**src/rtl/ecc_scan_pkg.sv**
```systemverilog
package ecc_scan_pkg;

    localparam int WORD_BITS    = 32;
    localparam int LANES        = 4;
    localparam int CNT_W        = 5;
    localparam int MAX_SYMBOLS  = 24;

    typedef enum logic [1:0] {
        OUT_CLEAN  = 2'b00,
        OUT_FIXED  = 2'b01,
        OUT_FAILED = 2'b10
    } outcome_e;

    typedef struct packed {
        outcome_e          outcome;
        logic [CNT_W-1:0]  count;
    } lane_info_t;

    typedef enum logic [2:0] {
        S_IDLE,
        S_FETCH,
        S_LANE,
        S_WAIT,
        S_DONE
    } scan_state_e;

    function automatic lane_info_t decode_lane(input logic [7:0] b);
        lane_info_t r;
        unique case (b[1:0])
            2'd0:    r.outcome = OUT_CLEAN;
            2'd1:    r.outcome = OUT_FIXED;
            default: r.outcome = OUT_FAILED;
        endcase
        r.count = b[6:2];
        return r;
    endfunction

endpackage

```
**src/rtl/ecc_word_span.sv**
```systemverilog
module ecc_word_span
    import ecc_scan_pkg::*;
#(
    parameter int MAX_SECTORS = 16,
    parameter int NSEC_W      = $clog2(MAX_SECTORS + 1),
    parameter int NW_W        = 3
) (
    input  logic [NSEC_W-1:0] n_sectors,
    output logic [NW_W-1:0]   n_words
);
    localparam int MAX_WORDS = (MAX_SECTORS / LANES) < 1 ? 1 : (MAX_SECTORS / LANES);

    logic [NSEC_W-1:0] quot;

    always_comb begin
        quot = n_sectors >> 2;
        if (quot == '0)
            n_words = NW_W'(1);
        else if (int'(quot) > MAX_WORDS)
            n_words = NW_W'(MAX_WORDS);
        else
            n_words = NW_W'(quot);
    end
endmodule

```
**src/rtl/ecc_lane_decode.sv**
```systemverilog
module ecc_lane_decode
    import ecc_scan_pkg::*;
(
    input  logic [WORD_BITS-1:0] word,
    input  logic [1:0]           sel,
    output lane_info_t           info
);
    lane_info_t lanes [LANES];

    for (genvar k = 0; k < LANES; k++) begin : g_lane
        assign lanes[k] = decode_lane(word[8*k +: 8]);
    end

    assign info = lanes[sel];
endmodule

```
**src/rtl/ecc_status_scanner.sv**
```systemverilog
module ecc_status_scanner
    import ecc_scan_pkg::*;
#(
    parameter int MAX_SECTORS = 16,
    localparam int MAX_WORDS  = (MAX_SECTORS / LANES) < 1 ? 1 : (MAX_SECTORS / LANES),
    localparam int WIDX_W     = (MAX_WORDS > 1) ? $clog2(MAX_WORDS) : 1,
    localparam int NW_W       = WIDX_W + 1,
    localparam int NSEC_W     = $clog2(MAX_SECTORS + 1),
    localparam int SIDX_W     = WIDX_W + 2,
    localparam int TOTAL_W    = $clog2(MAX_SYMBOLS * MAX_SECTORS + 1)
) (
    input  logic                 clk,
    input  logic                 rst,
    input  logic                 start,
    input  logic [NSEC_W-1:0]    n_sectors,
    output logic [WIDX_W-1:0]    stat_idx,
    input  logic [31:0]          stat_word,
    output logic                 sec_valid,
    output logic [SIDX_W-1:0]    sec_index,
    output logic [1:0]           sec_outcome,
    output logic [4:0]           sec_count,
    output logic                 corr_req,
    output logic [SIDX_W-1:0]    corr_sector,
    output logic [4:0]           corr_count,
    input  logic                 corr_ack,
    output logic                 done,
    output logic                 fail,
    output logic [TOTAL_W-1:0]   total
);
    scan_state_e        state;
    logic [WIDX_W-1:0]  widx;
    logic [1:0]         lane;
    logic [31:0]        wreg;
    logic [NW_W-1:0]    nwords_r;
    logic [NW_W-1:0]    nwords_in;
    logic [TOTAL_W-1:0] total_r;
    logic               fail_r;
    lane_info_t         info;

    ecc_word_span #(.MAX_SECTORS(MAX_SECTORS), .NSEC_W(NSEC_W), .NW_W(NW_W)) u_span (
        .n_sectors (n_sectors),
        .n_words   (nwords_in)
    );

    ecc_lane_decode u_dec (
        .word (wreg),
        .sel  (lane),
        .info (info)
    );

    // position bookkeeping after a sector is finished
    logic              last_word;
    scan_state_e       adv_state;
    logic [WIDX_W-1:0] adv_widx;
    logic [1:0]        adv_lane;

    assign last_word = ({1'b0, widx} + NW_W'(1)) == nwords_r;

    always_comb begin
        adv_widx  = widx;
        adv_lane  = lane + 2'd1;
        adv_state = S_LANE;
        if (lane == 2'd3) begin
            adv_lane = 2'd0;
            if (last_word) begin
                adv_state = S_DONE;
            end else begin
                adv_state = S_FETCH;
                adv_widx  = widx + WIDX_W'(1);
            end
        end
    end

    always_ff @(posedge clk) begin
        if (rst) begin
            state    <= S_IDLE;
            widx     <= '0;
            lane     <= '0;
            wreg     <= '0;
            nwords_r <= NW_W'(1);
            total_r  <= '0;
            fail_r   <= 1'b0;
        end else begin
            unique case (state)
                S_IDLE: if (start) begin
                    nwords_r <= nwords_in;
                    widx     <= '0;
                    lane     <= '0;
                    total_r  <= '0;
                    fail_r   <= 1'b0;
                    state    <= S_FETCH;
                end
                S_FETCH: begin
                    if (stat_word == '0) begin
                        if (last_word) state <= S_DONE;
                        else           widx  <= widx + WIDX_W'(1);
                    end else begin
                        wreg  <= stat_word;
                        lane  <= '0;
                        state <= S_LANE;
                    end
                end
                S_LANE: begin
                    unique case (info.outcome)
                        OUT_FIXED: begin
                            total_r <= total_r + TOTAL_W'(info.count);
                            state   <= S_WAIT;
                        end
                        OUT_FAILED: begin
                            fail_r <= 1'b1;
                            state  <= S_DONE;
                        end
                        default: begin
                            state <= adv_state;
                            widx  <= adv_widx;
                            lane  <= adv_lane;
                        end
                    endcase
                end
                S_WAIT: if (corr_ack) begin
                    state <= adv_state;
                    widx  <= adv_widx;
                    lane  <= adv_lane;
                end
                S_DONE:  state <= S_IDLE;
                default: state <= S_IDLE;
            endcase
        end
    end

    assign stat_idx    = widx;
    assign sec_valid   = (state == S_LANE);
    assign sec_index   = {widx, lane};
    assign sec_outcome = info.outcome;
    assign sec_count   = info.count;
    assign corr_req    = (state == S_WAIT);
    assign corr_sector = {widx, lane};
    assign corr_count  = info.count;
    assign done        = (state == S_DONE);
    assign fail        = fail_r;
    assign total       = total_r;

    // an open request keeps its payload until acknowledged
    a_r5_req_held: assert property (@(posedge clk) disable iff (rst)
        (corr_req && !corr_ack) |=> (corr_req && $stable(corr_sector) && $stable(corr_count)));

    // after an abort nothing more is reported or requested
    a_r7_quiet_after_fail: assert property (@(posedge clk) disable iff (rst)
        (fail_r && state != S_IDLE) |-> (!corr_req && !sec_valid));

    // completion is a single-cycle pulse
    a_r8_done_pulse: assert property (@(posedge clk) disable iff (rst)
        done |=> !done);

    // the running total never shrinks inside a scan
    a_r6_total_grows: assert property (@(posedge clk) disable iff (rst)
        (state != S_IDLE) |=> (total_r >= $past(total_r)));

    // only words inside the latched span are fetched
    a_r2_idx_range: assert property (@(posedge clk) disable iff (rst)
        (state == S_FETCH) |-> ({1'b0, stat_idx} < nwords_r));

    // a zero word yields no sector report
    a_r4_zero_skip: assert property (@(posedge clk) disable iff (rst)
        (state == S_FETCH && stat_word == '0) |=> !sec_valid);
endmodule

```
**config.mk**
```make
export PLATFORM = sky130hd
export DESIGN_NAME = ecc_status_scanner
export DESIGN_NICKNAME = d
export VERILOG_FILES = /design/src/rtl/ecc_scan_pkg.sv /design/src/rtl/ecc_word_span.sv /design/src/rtl/ecc_lane_decode.sv /design/src/rtl/ecc_status_scanner.sv
export SDC_FILE = /design/constraint.sdc
export NUM_CORES = 1
export LEC_CHECK = 0
export BUFFER_PORTS_ARGS = -buffer_cell sky130_fd_sc_hd__clkbuf_2
export CORE_MARGIN = 2
export CORE_UTILIZATION = 35
export DETAILED_ROUTE_END_ITERATION = 7
export GPL_TIMING_DRIVEN = 0
export HOLD_SLACK_MARGIN = 0.1
export PLACE_DENSITY = 0.59
export SKIP_CTS_REPAIR_TIMING = 1
export SLEW_MARGIN = 20
export SYNTH_ARGS = -nofsm -noshare
export SYNTH_HDL_FRONTEND = slang
export SYNTH_SLANG_ARGS = --single-unit
```
**constraint.sdc**
```tcl
create_clock -name clk -period 3.7 [get_ports clk]
set_input_delay 0.37 -clock clk [delete_from_list [all_inputs] [get_ports clk]]
set_output_delay 0.37 -clock clk [all_outputs]
set_load 0.1 [all_outputs]
```
==> summary.md, run 1 <==
| Metric | Value |
|---|---|
| Total GRT Usage | 0.171 |
| Fraction of layout cells with a size suffix above 1 | 0.299 |
| Number of synthesized flops with an enable pin | 0 |
| Crit path capture type | flop |
| Routed Antenna Nets | 0 |
| Max Cap Viol | 0 |
| Hold path startpoint | stat_word[29] |
| Post-DP Area | 3030 sq um |
| Placeable Area | 7140 sq um |
| Die width | 89.2 um |
| Tmin final | 3.18 ns |
| Placed Cells incl. Taps | 446 |
| Relative slew margins | 0.597 |
| Crit path from | lane[0] |
| Die area | 7960 sq um |
| 1st-iter DRT viols | 89 |
| Worst-Margin Slew | 0.605 ns |
| VDD IR-drop max | 194 uV |
| Via count | 2244 |
| PD cells | 491 nW/um^2 |
| Top post-synthesis cells by count | dfxtp_1, nor2_1, mux2i_1, nand2_1, a21oi_1 |
| Largest area contributor in the netlist | dfxtp_1 |
| Synthesized area | 2540 sq um |
| Global-route wire length before repair | 10.5 mm |
| Layout Skew | 0.00887 ns |
| Drt wl/cell | 14.2 um |
| Hpwl dp | 5.00 mm |
| Seq/Total Area, Yosys | 0.378 |
| Netlist cell types | 44 |
| Max Freq | 0.314 GHz |
| Reg-to-reg startpoint | lane[0] |
| Clock transition at path regs | 0.10 ns |
| CTS H-tree depth | 2 |
| Syn Inst Count | 275 |
| Synth top area cells | dfxtp_1, mux2i_1, nor2_1, mux4_2, ha_1 |
| Leak | 0.00154 uW |
| Num rows | 31 |
| Vias in the first global route | 2108 |
| Detailed-route wire length | 6.47 mm |
| Synth-to-Final Area Change | 23.7% |
| Final Hold Vio Count | 0 |
| CTS Sinks | 48 |
| Share of synthesized registers carrying an async set or reset | 0 |
| Die Ht | 89.2 um |
| Run status | finished, final reports clean |
| Slew Limit Fails | 0 |
| Pin count of the biggest net entering global routing | 17 |
| Avg Synthesized Cell Area | 9.25 sq um |
| Grt ovf | 0 |
| Final Non-Filler Cells | 454 |
| Hold Path Class | input port to flop |
| Clock Path Buffers | 2 |
| Endpoints failing setup | 0 |
| DRT Pass-1 Iters | 4 |
| Flops & latches, synth | 48 |
| Req. time, crit path | 3.94 ns |
| Clock latency on the worst-skew pair | 0.31 ns |
| Antenna Cells | 0 |
| Final core utilization | 0.441 |
| Final Cell Area | 3140 sq um |
| Unrepaired setup endpoints after global routing | no |
| Num ports | 76 |
| Total Power | 1540 uW |
| # DRC | 0 |
| Starting density of the core | 0.356 |
| Share of the synthesized area in the top cell type | 0.378 |
| CTS buffer count | 5 |
| Kind of critical path | flop to flop |
| Period utilisation layout | 0.861 |
| I/O Buffers | 72 |
| Most frequent cell after synthesis | dfxtp_1 |
| Setup TNS | 0 ns |
| Worst-path maximum fanout | 10 |
| Layout Nets | 405 |
| Arrival @ worst endpoint | 3.43 ns |
| Critical Path Source Type | flop |
| Initial antenna violation count | 0 |
| Vias/cell | 4.94 |
| Syn. warnings | 0 |
| Syn_nets | 326 |
| Primary FF master, synth | dfxtp_1 |
| Root buf cell | clkbuf_8 |
| RePlAce Congestion | 0.800 |
| CTS tree | built |
==> cells in the final DEF, fill, tap and decap left out, drive strengths merged, types with 6 or more instances in the layout <==
master / instances
mux4: 6
ha: 9
nor2: 38
a21oi: 15
nand2b: 8
buf: 18
mux2i: 31
clkbuf: 83
dfxtp: 48
o21ai: 11
nand2: 17
nor4: 8
==> flip-flops by register name (all words and copies together) (netlist names) <==
register  count
fail          1
lane          2
nwords_r      3
stat_idx      2
state         3
total         9
wreg         28
==> power by group <==
part / internal, uW / switching (uW)
clock network: 204 / 197
logic: 171 / 380
registers: 560 / 30.6
total: 935 / 607
==> layer usage <==
layer,GRT usage,share of wire,up-vias
li1,-,-,1132
met1,0.236,0.46,1031
met2,0.270,0.46,74
met3,0.0342,0.060,7
met4,0.0556,0.012,0
met5,0,0,-
==> layout make-up <==
type / instances / area (sq um)
Tap cell: 99 / 124
Clock buffer: 5 / 68.8
Sequential cell: 48 / 962
Inverter: 4 / 15.0
Multi-Input combinational cell: 199 / 1420
Timing Repair Buffer: 72 / 360
Clock inverter: 3 / 47.5
Fill cell: 762 / 3990
Buffer: 24 / 151
==> worst paths after layout <==
kind	endpoint	slack (ns)	cells after the start
worst max-delay path	total[6]	0.52	9
worst min-delay path	wreg[29]	0.30	3
worst max register to register	total[6]	0.52	9
worst min register to register	nwords_r[0]	0.50	1
==> worst max-delay path: stages (launching register included) <==
cell     delay, ns
dfxtp_2       0.40
buf_1         0.49
mux4_2        0.66
ha_1          0.26
fa_1          0.41
a21o_1        0.18
a21o_1        0.19
a21oi_1       0.26
o21ai_0       0.13
a21oi_1       0.13
==> cells by family after synthesis <==
kind of cell / Yosys count / synth area share
flip-flops: 48 / 0.378
XOR/XNOR: 6 / 0.0207
multiplexers: 37 / 0.175
adder cells (fa/ha/maj): 10 / 0.0522
AND/OR/NAND/NOR: 101 / 0.193
buffers and inverters: 28 / 0.0654
AO/OA/AOI/OAI: 45 / 0.115
==> stage by stage <==
stage / setup WS [ns] / hold WS, ns
final: 0.516 / 0.297
after global routing: 0.211 / 0.306
after CTS: 0.482 / 0.291
after detailed placement: 0.517 / 0.469
after global placement: 0.527 / 0.466
after floorplan: 0.130 / 0.455
No activity file was read; power rests on OpenSTA's default activity.
==> run 2, diff against run 1 <==
Settings changed: RECOVER_POWER set to 25.
==> run 2 against run 1 <==
Net effect:
- worst setup slack worse by 0.015 ns
- fmax down 0.45%
- non-clock buffer count unchanged
- largest power group unchanged
- hold slack better by 0.0043 ns
- power down 0.62%
- largest cell class unchanged
- clock skew up 0.0012 ns
- via count about the same
- flip-flop and latch count unchanged
==> summary.md, run 2 (synthesis results as in run 1) <==
| Metric | Value |
|---|---|
| Run status | finished, final reports clean (unchanged) |
| Die area | 7960 sq um (unchanged) |
| Worst hold slack | 0.301 ns (was 0.297 ns) |
| Antenna Cells | 0 (unchanged) |
| Hold path startpoint | stat_word[29] (unchanged) |
| Layout Skew | 0.0101 ns (was 0.00887 ns) |
| Hpwl dp | 5.00 mm (unchanged) |
| Pin count of the biggest net entering global routing | 17 (unchanged) |
| Detailed-route wire length | 6.46 mm (was 6.47 mm) |
| RePlAce Congestion | 0.800 (unchanged) |
| Die Ht | 89.2 um (unchanged) |
| Max FFs per register | 28 (unchanged) |
| Hold Path Class | input port to flop (unchanged) |
| Crit path from | lane[0] (unchanged) |
| Critical Path Source Type | flop (unchanged) |
| Post-DP Area | 3030 sq um (unchanged) |
| Clock latency on the worst-skew pair | 0.31 ns (about the same) |
| DRT Pass-1 Iters | 4 (unchanged) |
| Most frequent cells in the layout | clkbuf_2, dfxtp_1, nor2_1 (unchanged) |
| Setup TNS | 0 ns (unchanged) |
| Max Cap Viol | 0 (unchanged) |
| Starting density of the core | 0.356 (unchanged) |
| Total Power | 1530 uW (was 1540 uW) |
| Vias in the first global route | 2108 (unchanged) |
| Worst-Margin Slew | 1.17 ns (was 0.605 ns) |
| Fraction of layout cells with a size suffix above 1 | 0.245 (was 0.299) |
| 1st-iter DRT viols | 92 (was 89) |
| Placeable Area | 7140 sq um (unchanged) |
| Die width | 89.2 um (unchanged) |
| Total GRT Usage | 0.171 (unchanged) |
| # DRC | 0 (unchanged) |
| Root buf cell | clkbuf_8 (unchanged) |
| Slew Limit Fails | 0 (unchanged) |
| Largest reg by FF count | wreg (unchanged) |
| Global-route wire length before repair | 10.5 mm (unchanged) |
| Final core utilization | 0.436 (was 0.441) |
| Vias/cell | 4.94 (about the same) |
| Max Freq | 0.313 GHz (was 0.314 GHz) |
| Endpoints failing setup | 0 (unchanged) |
| Period utilisation layout | 0.864 (was 0.861) |
| CTS Sinks | 48 (unchanged) |
| CTS H-tree depth | 2 (unchanged) |
| Clock share of power | 0.259 (was 0.260) |
| Arrival @ worst endpoint | 3.44 ns (was 3.43 ns) |
| Flop pwr share | 0.385 (was 0.383) |
| Final Cell Area | 3110 sq um (was 3140 sq um) |
| Reg-to-reg startpoint | lane[0] (unchanged) |
| Synth-to-Final Area Change | 22.4% (was 23.7%) |
| Commonest non-fill, non-tap cell in the layout | clkbuf_2 (unchanged) |
| Leak | 0.00148 uW (was 0.00154 uW) |
| Routed Antenna Nets | 0 (unchanged) |
| Clock transition at path regs | 0.10 ns (about the same) |
| PD cells | 493 nW/um^2 (was 491 nW/um^2) |
| Drt wl/cell | 14.2 um (about the same) |
| Relative slew margins | 0.224 (was 0.597) |
| Worst-path maximum fanout | 10 (unchanged) |
| Final Hold Vio Count | 0 (unchanged) |
| CTS buffer count | 5 (unchanged) |
| Crit path capture type | flop (unchanged) |
| Internal power | 930 uW (was 935 uW) |
| Comb power frac | 0.356 (was 0.357) |
| Initial antenna violation count | 0 (unchanged) |
| Num rows | 31 (unchanged) |
| Tmin final | 3.20 ns (was 3.18 ns) |
| Req. time, crit path | 3.94 ns (about the same) |
| Switching part of the total power | 0.393 (was 0.394) |
| Layout Nets | 405 (unchanged) |
| Kind of critical path | flop to flop (unchanged) |
| Grt ovf | 0 (unchanged) |
| Num ports | 76 (unchanged) |
| I/O Buffers | 72 (unchanged) |
| CTS tree | built (unchanged) |
| Unrepaired setup endpoints after global routing | no (unchanged) |
| Clock Path Buffers | 2 (unchanged) |
| Via count | 2243 (was 2244) |
| P_sw | 602 uW (was 607 uW) |
| VDD IR-drop max | 191 uV (was 194 uV) |
==> run 2: cell types whose count changed in the layout (fill, tap and decap cells not counted), sizes merged <==
cell,previous run,this run
buf,18,17
clkbuf,83,84
==> run 2: cell type report <==
class	instances	area, sq um
Fill cell	772	4030
Multi-Input combinational cell	199	1410
Sequential cell	48	962
Timing Repair Buffer	72	339
Buffer	24	144
Tap cell	99	124
Clock buffer	5	68.8
Clock inverter	3	47.5
Inverter	4	15.0
==> run 2: metrics by stage <==
stage	setup slack [ns]	cells
final	0.501	454
after global routing	0.211	454
after CTS	0.482	454
after detailed placement	0.517	446
after global placement	0.527	446
after floorplan	0.130	275
==> run 2: path summary, 6_finish.rpt <==
| path | endpoint | slack (ns) | cells past startpoint |
|---|---|---|---|
| setup / recovery | total[8] | 0.50 | 9 |
| hold / removal | wreg[29] | 0.30 | 3 |
| setup reg to reg | total[8] | 0.50 | 9 |
| hold reg to reg | nwords_r[0] | 0.50 | 1 |
==> run 2: critical path: stages, from the launching register on <==
cell     delay, ns
dfxtp_2       0.40
buf_1         0.49
mux4_2        0.66
ha_1          0.26
fa_1          0.41
a21o_1        0.18
a21o_1        0.19
a21oi_1       0.27
o21ai_0       0.14
a21oi_1       0.13
==> run 2: layer usage <==
metal / GRT usage / part of all wire
met5: 0 / 0
met4: 0.0556 / 0.013
met3: 0.0342 / 0.055
met2: 0.270 / 0.46
met1: 0.236 / 0.47
==> run 2: power by group through the flow <==
stage	logic (uW)	clock network, uW	registers [uW]
floorplan	427	0	618
global placement	547	0	601
detailed placement	551	0	603
CTS	553	412	591
global route	587	429	598
finish	546	396	591
